<file path="src/rtl/dsc_pkg.sv">
package dsc_pkg;
  localparam int unsigned REG_CTRL  = 0;
  localparam int unsigned REG_QBASE = 1;
  localparam int unsigned REG_STAT  = 2;

  localparam int unsigned CTRL_START = 0;
  localparam int unsigned CTRL_SRST  = 1;
  localparam int unsigned CTRL_IEN   = 2;
  localparam int unsigned CTRL_BUSY  = 8;

  localparam int unsigned FLG_SKIP = 30;
  localparam int unsigned FLG_END  = 31;

  localparam int unsigned QALIGN_BITS = 4;
  localparam int unsigned ENTRY_BYTES = 8;
  localparam int unsigned FLAGS_OFS   = 4;

  typedef enum logic [2:0] {
    ST_IDLE,
    ST_FETCH_ADDR,
    ST_FETCH_FLAGS,
    ST_DECIDE,
    ST_MOVE
  } walk_state_e;
endpackage

</file>
<file path="src/rtl/dsc_regs.sv">
module dsc_regs
  import dsc_pkg::*;
#(
  parameter int unsigned AW = 32,
  parameter int unsigned DW = 32
) (
  input  logic          clk_i,
  input  logic          rst_ni,
  input  logic          we_i,
  input  logic [1:0]    waddr_i,
  input  logic [DW-1:0] wdata_i,
  input  logic [1:0]    raddr_i,
  output logic [DW-1:0] rdata_o,
  input  logic          busy_i,
  input  logic          irq_set_i,
  output logic          start_o,
  output logic          start_ien_o,
  output logic          srst_o,
  output logic [AW-1:0] base_o,
  output logic          irq_o
);
  logic [AW-1:0] qbase_q;
  logic          irq_q;
  logic          ctrl_wr, qbase_wr, stat_wr;

  assign ctrl_wr  = we_i && (waddr_i == 2'(REG_CTRL));
  assign qbase_wr = we_i && (waddr_i == 2'(REG_QBASE));
  assign stat_wr  = we_i && (waddr_i == 2'(REG_STAT));

  assign srst_o      = ctrl_wr && wdata_i[CTRL_SRST];
  assign start_o     = ctrl_wr && wdata_i[CTRL_START] && !busy_i && !srst_o;
  assign start_ien_o = wdata_i[CTRL_IEN];

  always_ff @(posedge clk_i or negedge rst_ni) begin
    if (!rst_ni) begin
      qbase_q <= '0;
      irq_q   <= 1'b0;
    end else if (srst_o) begin
      qbase_q <= '0;
      irq_q   <= 1'b0;
    end else begin
      if (qbase_wr)
        qbase_q <= {wdata_i[AW-1:QALIGN_BITS], {QALIGN_BITS{1'b0}}};
      // set beats a same-cycle clear
      if (irq_set_i)
        irq_q <= 1'b1;
      else if (stat_wr && wdata_i[0])
        irq_q <= 1'b0;
    end
  end

  assign base_o = qbase_q;
  assign irq_o  = irq_q;

  always_comb begin
    rdata_o = '0;
    unique case (raddr_i)
      2'(REG_CTRL):  rdata_o[CTRL_BUSY] = busy_i;
      2'(REG_QBASE): rdata_o[AW-1:0]    = qbase_q;
      2'(REG_STAT):  rdata_o[0]         = irq_q;
      default:       rdata_o            = '0;
    endcase
  end
endmodule

</file>
<file path="src/rtl/dsc_walker.sv">
module dsc_walker
  import dsc_pkg::*;
#(
  parameter int unsigned AW = 32,
  parameter int unsigned DW = 32,
  parameter int unsigned LW = 24
) (
  input  logic          clk_i,
  input  logic          rst_ni,
  input  logic          srst_i,
  input  logic          start_i,
  input  logic          start_ien_i,
  input  logic [AW-1:0] base_i,
  output logic          busy_o,
  output logic          irq_set_o,
  output logic          mem_req_o,
  output logic [AW-1:0] mem_addr_o,
  input  logic          mem_ack_i,
  input  logic [DW-1:0] mem_rdata_i,
  output logic          mv_req_o,
  output logic [AW-1:0] mv_addr_o,
  output logic [LW-1:0] mv_words_o,
  input  logic          mv_done_i
);
  walk_state_e   state_q;
  logic [AW-1:0] ptr_q;
  logic [AW-1:0] buf_q;
  logic [DW-1:0] flags_q;
  logic          ien_q;
  logic          irq_set_q;
  logic          no_move, is_end;

  assign no_move = flags_q[FLG_SKIP] || (flags_q[LW-1:0] == '0);
  assign is_end  = flags_q[FLG_END];

  always_ff @(posedge clk_i or negedge rst_ni) begin
    if (!rst_ni) begin
      state_q   <= ST_IDLE;
      ptr_q     <= '0;
      buf_q     <= '0;
      flags_q   <= '0;
      ien_q     <= 1'b0;
      irq_set_q <= 1'b0;
    end else if (srst_i) begin
      state_q   <= ST_IDLE;
      ptr_q     <= '0;
      buf_q     <= '0;
      flags_q   <= '0;
      ien_q     <= 1'b0;
      irq_set_q <= 1'b0;
    end else begin
      irq_set_q <= 1'b0;
      unique case (state_q)
        ST_IDLE: if (start_i) begin
          ptr_q   <= base_i;
          ien_q   <= start_ien_i;
          state_q <= ST_FETCH_ADDR;
        end
        ST_FETCH_ADDR: if (mem_ack_i) begin
          buf_q   <= mem_rdata_i[AW-1:0];
          state_q <= ST_FETCH_FLAGS;
        end
        ST_FETCH_FLAGS: if (mem_ack_i) begin
          flags_q <= mem_rdata_i;
          state_q <= ST_DECIDE;
        end
        ST_DECIDE, ST_MOVE: begin
          if ((state_q == ST_DECIDE && no_move) || (state_q == ST_MOVE && mv_done_i)) begin
            if (is_end) begin
              state_q   <= ST_IDLE;
              irq_set_q <= ien_q;
            end else begin
              ptr_q   <= ptr_q + AW'(ENTRY_BYTES);
              state_q <= ST_FETCH_ADDR;
            end
          end else if (state_q == ST_DECIDE) begin
            state_q <= ST_MOVE;
          end
        end
        default: state_q <= ST_IDLE;
      endcase
    end
  end

  assign busy_o     = (state_q != ST_IDLE);
  assign irq_set_o  = irq_set_q;
  assign mem_req_o  = (state_q == ST_FETCH_ADDR) || (state_q == ST_FETCH_FLAGS);
  assign mem_addr_o = (state_q == ST_FETCH_FLAGS) ? ptr_q + AW'(FLAGS_OFS) : ptr_q;
  assign mv_req_o   = (state_q == ST_MOVE);
  assign mv_addr_o  = buf_q;
  assign mv_words_o = flags_q[LW-1:0];
endmodule

</file>
<file path="src/rtl/dsc_chain_engine.sv">
module dsc_chain_engine
  import dsc_pkg::*;
#(
  parameter int unsigned AW = 32,
  parameter int unsigned LW = 24
) (
  input  logic          clk_i,
  input  logic          rst_ni,
  input  logic          reg_we_i,
  input  logic [1:0]    reg_waddr_i,
  input  logic [31:0]   reg_wdata_i,
  input  logic [1:0]    reg_raddr_i,
  output logic [31:0]   reg_rdata_o,
  output logic          mem_req_o,
  output logic [AW-1:0] mem_addr_o,
  input  logic          mem_ack_i,
  input  logic [31:0]   mem_rdata_i,
  output logic          mv_req_o,
  output logic [AW-1:0] mv_addr_o,
  output logic [LW-1:0] mv_words_o,
  input  logic          mv_done_i,
  output logic          irq_o
);
  localparam int unsigned DW = 32;

  logic          busy, irq_set, start, start_ien, srst;
  logic [AW-1:0] base;

  dsc_regs #(.AW(AW), .DW(DW)) u_regs (
    .clk_i       (clk_i),
    .rst_ni      (rst_ni),
    .we_i        (reg_we_i),
    .waddr_i     (reg_waddr_i),
    .wdata_i     (reg_wdata_i),
    .raddr_i     (reg_raddr_i),
    .rdata_o     (reg_rdata_o),
    .busy_i      (busy),
    .irq_set_i   (irq_set),
    .start_o     (start),
    .start_ien_o (start_ien),
    .srst_o      (srst),
    .base_o      (base),
    .irq_o       (irq_o)
  );

  dsc_walker #(.AW(AW), .DW(DW), .LW(LW)) u_walker (
    .clk_i       (clk_i),
    .rst_ni      (rst_ni),
    .srst_i      (srst),
    .start_i     (start),
    .start_ien_i (start_ien),
    .base_i      (base),
    .busy_o      (busy),
    .irq_set_o   (irq_set),
    .mem_req_o   (mem_req_o),
    .mem_addr_o  (mem_addr_o),
    .mem_ack_i   (mem_ack_i),
    .mem_rdata_i (mem_rdata_i),
    .mv_req_o    (mv_req_o),
    .mv_addr_o   (mv_addr_o),
    .mv_words_o  (mv_words_o),
    .mv_done_i   (mv_done_i)
  );
endmodule

</file>
<file path="config.mk">
export PLATFORM = sky130hd
export DESIGN_NAME = dsc_chain_engine
export DESIGN_NICKNAME = d
export VERILOG_FILES = /design/src/rtl/dsc_pkg.sv /design/src/rtl/dsc_regs.sv /design/src/rtl/dsc_walker.sv /design/src/rtl/dsc_chain_engine.sv
export SDC_FILE = /design/constraint.sdc
export NUM_CORES = 1
export LEC_CHECK = 0
export BUFFER_PORTS_ARGS = -buffer_cell sky130_fd_sc_hd__buf_2
export CAP_MARGIN = 10
export CORE_AREA = 5 5 115 117
export CTS_CLUSTER_DIAMETER = 200
export DETAILED_ROUTE_END_ITERATION = 10
export DIE_AREA = 0 0 120 122
export HOLD_SLACK_MARGIN = 0.02
export PLACE_DENSITY = 0.81
export SKIP_CTS_REPAIR_TIMING = 1
export SYNTH_ARGS = -nofsm -noshare
export SYNTH_HDL_FRONTEND = slang
export SYNTH_SLANG_ARGS = --single-unit
</file>
<file path="constraint.sdc">
create_clock -name clk_i -period 2.5 [get_ports clk_i]
set_clock_uncertainty 0.05 [all_clocks]
set_input_delay 0.375 -clock clk_i [delete_from_list [all_inputs] [get_ports clk_i]]
set_output_delay 0.375 -clock clk_i [all_outputs]
set_load 0.05 [all_outputs]
</file>
-- Word level (Yosys, flattened, before mapping)
Index checks and enable logic that the tools add are counted.
W data, S select, Z words.
- register bits after elaboration: 134
- input bits: 73
- output and inout bits: 123
- logic and storage cells: 93
- $add $sub $neg: 2
- equality and inequality tests: 14
- mux-type cells: 35
- reductions and logical operators: 34
- operators with widths (cell ; count):
    $mux W32 ; 12
    $pmux W32 S2 ; 1
    $add A32 B3 Y32 const B ; 1
    $add A32 B4 Y32 const B ; 1
    $logic_not A24 Y1 ; 1
    $mux W23 ; 1
    $mux W3 ; 6
    $ne A3 B3 Y1 const B ; 4
    $pmux W3 S4 ; 1
    $reduce_bool A2 Y1 ; 6
    $mux W1 ; 11
    $logic_and A1 B1 Y1 ; 10
    $reduce_bool A3 Y1 ; 3
    $reduce_and A4 Y1 ; 2
    $mux W7 ; 1
    $eq A3 B2 Y1 const B ; 2
    $reduce_and A2 Y1 ; 3
    $eq A2 B1 Y1 const B ; 2
    $eq A2 B2 Y1 const B ; 2
    $logic_not A2 Y1 ; 2
    $ne A4 B2 Y1 const B ; 1
    $pmux W1 S2 ; 2
    $eq A3 B1 Y1 const B ; 1
    $eq A3 B3 Y1 const B ; 1
    other kinds (5) ; 8

-- Depth between registers and ports, before layout
- depth after elaboration: 8
- depth in mapped cells: 9
- depth with buffers taken out: 6

-- Hierarchy
Synthesis repeated with hierarchy kept, for this count alone.
- cells, all modules: 751
- area, all modules: 6740.2 µm²
- by module, submodules not included (module ; times used ; cells each ; area an instance (µm²) ; sequential area each (µm²)):
    dsc_walker ; 1 ; 638 ; 5378.9 ; 2377.3
    dsc_regs ; 1 ; 113 ; 1361.3 ; 725.7

-- Worst setup path before layout
Ideal clock, no wire load.
- path type: register to register
- start point: reg u_walker.state_q[1]
- end point: reg u_walker.flags_q[0]
- setup time: 0.121 ns
- data arrival time: 2.902 ns
- setup slack: -0.573 ns
- cell stages (with the launch flop): 6
- buffers on the path: 2
- cell sequence: dfrtp_1 -> buf_1 -> nor3b_1 -> a21oi_1 -> clkbuf_1 -> a22o_1
- cells in the longest elaborated chain, start to end: 3
- ends and longest elaborated chain (item ; line ; RTL):
    from (decl) ; dsc_walker.sv:25 ; walk_state_e state_q;
    from (signal assigned) ; dsc_walker.sv:38 ; state_q <= ST_IDLE;
    from (signal assigned) ; dsc_walker.sv:45 ; state_q <= ST_IDLE;
    from (signal assigned) ; dsc_walker.sv:57 ; state_q <= ST_FETCH_ADDR;
    $eq A3 B2 Y1 ; dsc_walker.sv:53 ; unique case (state_q)
    $reduce_bool A2 Y1 (no source line) ; -- ;
    $reduce_and A2 Y1 (no source line) ; -- ;
    to (signal assigned) ; dsc_walker.sv:64 ; flags_q <= mem_rdata_i;
    to (decl) ; dsc_walker.sv:28 ; logic [DW-1:0] flags_q;
Every way passes these cells.
A chain may end at the register's enable or synchronous reset.

-- Final worst setup path
- start point: reg u_walker.flags_q[4]
- end point: reg u_walker.ptr_q[16]
- cells in the longest elaborated chain, start to end: 6
- ends and longest elaborated chain (item ; line ; RTL):
    $logic_not A24 Y1 ; dsc_walker.sv:33 ; assign no_move = flags_q[FLG_SKIP] || (flags_q[LW-1:0] == '0);
    $logic_or A1 B1 Y1 ; dsc_walker.sv:33 ;
    $logic_and A1 B1 Y1 ; dsc_walker.sv:68 ; if ((state_q == ST_DECIDE && no_move) || (state_q == ST_MOVE && mv_done_i)) begin
    $logic_or A1 B1 Y1 ; dsc_walker.sv:68 ;
    $ne A3 B2 Y1 (no source line) ; -- ;
    $reduce_and A4 Y1 (no source line) ; -- ;
    to (signal assigned) ; dsc_walker.sv:55 ; ptr_q <= base_i;
    to (signal assigned) ; dsc_walker.sv:73 ; ptr_q <= ptr_q + AW'(ENTRY_BYTES);
    to (decl) ; dsc_walker.sv:26 ; logic [AW-1:0] ptr_q;
Every way passes these cells.

==> key figures <==
Status
  – Outcome: complete, no violations

Detailed routing
  – Total routed wirelength: 16900 um
  – Drt via density: 5.82
  – WL/cell: 18.4 um
  – ANT nets after route: 0
  – DRT Pass-1 Iters: 5
  – Vias post-DR: 5353
  – DRT iter0 DRCs: 412
  – Drt drc: 0

Layout
  – Fillers: 1035
  – Final antenna diode count: 0
  – Share of layout cells above drive strength 1: 0.332
  – Fin util: 0.613
  – Final Net Count: 831
  – Area Overhead vs Synth: 25.0%

Timing
  – Slew @ Worst Pin: 1.17 ns
  – Tmin final: 2.45 ns
  – Fin. max-slew vios: 0
  – Min Hold Slack: 0.132 ns
  – Max-slew headroom: 0.219
  – Final setup fails: 0
  – Fmax achieved: 409 MHz
  – Setup repair after global routing missed its margin: true
  – Final period util: 0.979
  – Final hold violations: 0

GRT
  – Largest net degree at the start of global routing: 53
  – Remaining Overflow, GRT: 0
  – Total track usage: 0.235
  – Number of global-route vias before repair: 5335
  – First-pass GRT wire length: 27200 um
  – Initial antenna violation count: 0

Synthesis
  – Top cells by area, synth: dfrtp_1 50%, a22o_1 9.3%, nand2_1 6.2%
  – Top cell type's share of synthesized area: 0.504
  – Netlist cell types: 50
  – Ys Warns: 0
  – Post-synth EDFFs: 0
  – Synthesized instance count: 622
  – FF+latch count, synth: 121
  – Syn Area/Cell: 9.66 um^2
  – Async S/R FF share, synth: 1.00
  – Netlist Area Pre-Place: 6010 um^2
  – Sequential area share after synthesis: 0.504
  – Synth Flop Type: dfrtp_1
  – Leading area contributor after synthesis: dfrtp_1

Min path
  – Hold path start: reg_wdata_i[19]
  – Worst Hold Depth: 2
  – Hold crit path type: in -> reg
  – Hold EP: u_regs.base_o[19]

Clock network
  – CTS Root Cell: clkbuf_16
  – Cts bufs inserted: 17
  – Reg clk slew, reported paths: 0.05 ns
  – CTS tree: done
  – CTS H-tree lvls: 4
  – Worst skew pair latency: 0.42 ns
  – CTS max path bufs: 2
  – # clock sinks: 121

Floorplanning
  – Rows: 41
  – Chip height: 122 um
  – Die width: 120 um
  – I/O Pins: 196
  – Core ar.: 12300 um^2
  – Total Die Area: 14600 um^2
  – Initial Util: 0.490

Power and ir drop
  – Lkg Pwr: 0.00374 uW
  – Cell Pwr Density: 1400 nW/um^2
  – Total Power: 10500 uW
  – Maximum resistive drop on vdd: 0.000918 V

Placement
  – I/O Buffers: 189
  – Gpl congestion: 0.869
  – DP Wirelength: 11900 um

Worst setup path
  – Crit. End Element: register
  – Critical Setup Path Class: reg -> reg
  – Worst endpoint required time: 2.75 ns
  – Crit Reg-Reg Startpoint: u_walker.flags_q[4]
  – R2R setup slack: 0.05 ns
  – Startpoint types: register
  – RR Endpoint: u_walker.ptr_q[16]
  – Crit path max fanout: 10
  – CP arrival: 2.70 ns
  – R2r worst-path depth: 5

Job
  – Max Cap Viol: 0
[routing by layer]
metal	GRT usage	vias to the layer above	routed length [um]
met5	0	-	0
li1	-	2462	-
met4	0.0716	0	180
met2	0.391	259	8370
met3	0.0715	17	1500
met1	0.296	2615	6870
[worst max-delay path: stages, from the launching register on]
cell     delay (ns)
dfrtp_1        0.39
or4_4          0.56
nor4_4         0.33
a21oi_4        0.17
or4_1          0.54
a32o_1         0.28
[Yosys cell counts (3+ instances only)]
cell type and instances:
o41ai_1 4, o211ai_1 3, dfrtp_1 121, and2_1 30, o22ai_1 5, and3_1 5
o31a_1 4, clkbuf_1 54, nand2b_1 4, nor2b_1 3, mux2i_1 3, a32o_1 17
o31ai_1 8, nand3_1 20, nor3_1 4, a22o_1 64, nor3b_1 4, o21ai_0 10
or4_1 4, a21oi_1 40, nor2_1 23, buf_2 5, o2bb2ai_1 3, nand4_1 6
nor4_1 7, buf_4 33, nand2_1 99, buf_1 7
[stage by stage]
stage                     setup TNS [ns]  cell area, um^2  std cells  setup slack, ns
after floorplan                        0             6040        626           0.0392
after global placement                 0             6860        887            0.128
after detailed placement               0             6860        887           0.0630
after CTS                              0             7490        919           0.0343
after global routing             -0.0413             7510        920          -0.0413
final                                  0             7510        920           0.0527
[worst max path at each step]
stage,startpoint,to,slack (ns),depth (start not counted)
2_1_floorplan,u_walker.state_q[1],u_walker.flags_q[0],0.04,5
3_3_place_gp,reg_we_i,u_walker.ptr_q[30],0.13,7
3_5_place_dp,u_walker.flags_q[4],u_walker.ptr_q[16],0.06,5
4_1_cts,u_walker.flags_q[4],u_walker.ptr_q[16],0.03,5
5_1_grt,u_walker.flags_q[5],u_walker.ptr_q[16],-0.04,5
6_report,u_walker.flags_q[4],u_walker.ptr_q[16],0.05,5
[flip-flops by register name (all words and copies together) (netlist names)]
signal and flops:
u_walker.mv_addr_o 32, u_walker.irq_set_o 1, u_walker.ptr_q 29, u_regs.irq_o 1, u_walker.ien_q 1, u_regs.base_o 28
u_walker.flags_q 26, u_walker.state_q 3
[cell type report]
type / instances / area (um^2) / share of cell area
Clock buffer: 20 / 457 / 0.0608
Clock inverter: 12 / 171 / 0.0228
Inverter: 1 / 3.75 / 0.000500
Multi-Input combinational cell: 404 / 2530 / 0.336
Sequential cell: 121 / 3030 / 0.403
Tap cell: 150 / 188 / 0.0250
Timing Repair Buffer: 212 / 1140 / 0.151
[where the power goes]
group	total, uW	leakage, uW	internal [uW]	switching, uW
sequential	3230	0.00159	2610	628
clock	2600	0.000302	1710	884
combinational	4670	0.00185	1250	3420
total	10500	0.00374	5570	4930
[kinds of logic after synthesis]
| logic type | after synthesis | share of synthesized area |
|---|---|---|
| buffers and inverters | 101 | 0.0850 |
| adders and majority gates | 1 | 0.00208 |
| and+or+nand+nor | 227 | 0.192 |
| AOI/OAI and AO/OA | 166 | 0.208 |
| DFF | 121 | 0.504 |
| other | 1 | 0.000624 |
| xor gates and xnor gates | 2 | 0.00292 |
| muxes | 3 | 0.00500 |
[placed cells by master (no fill, tap or decap), types with 7 or more instances in the layout]
cell	count
nor2_1	23
o31ai_1	8
buf_4	22
clkbuf_16	17
nand3_1	20
nand2_1	99
nor4_1	7
o21ai_0	10
a32o_1	17
a21oi_1	39
and2_1	30
buf_2	188
a22o_1	64
dfrtp_1	121
No activity file was read; power rests on OpenSTA's default activity.
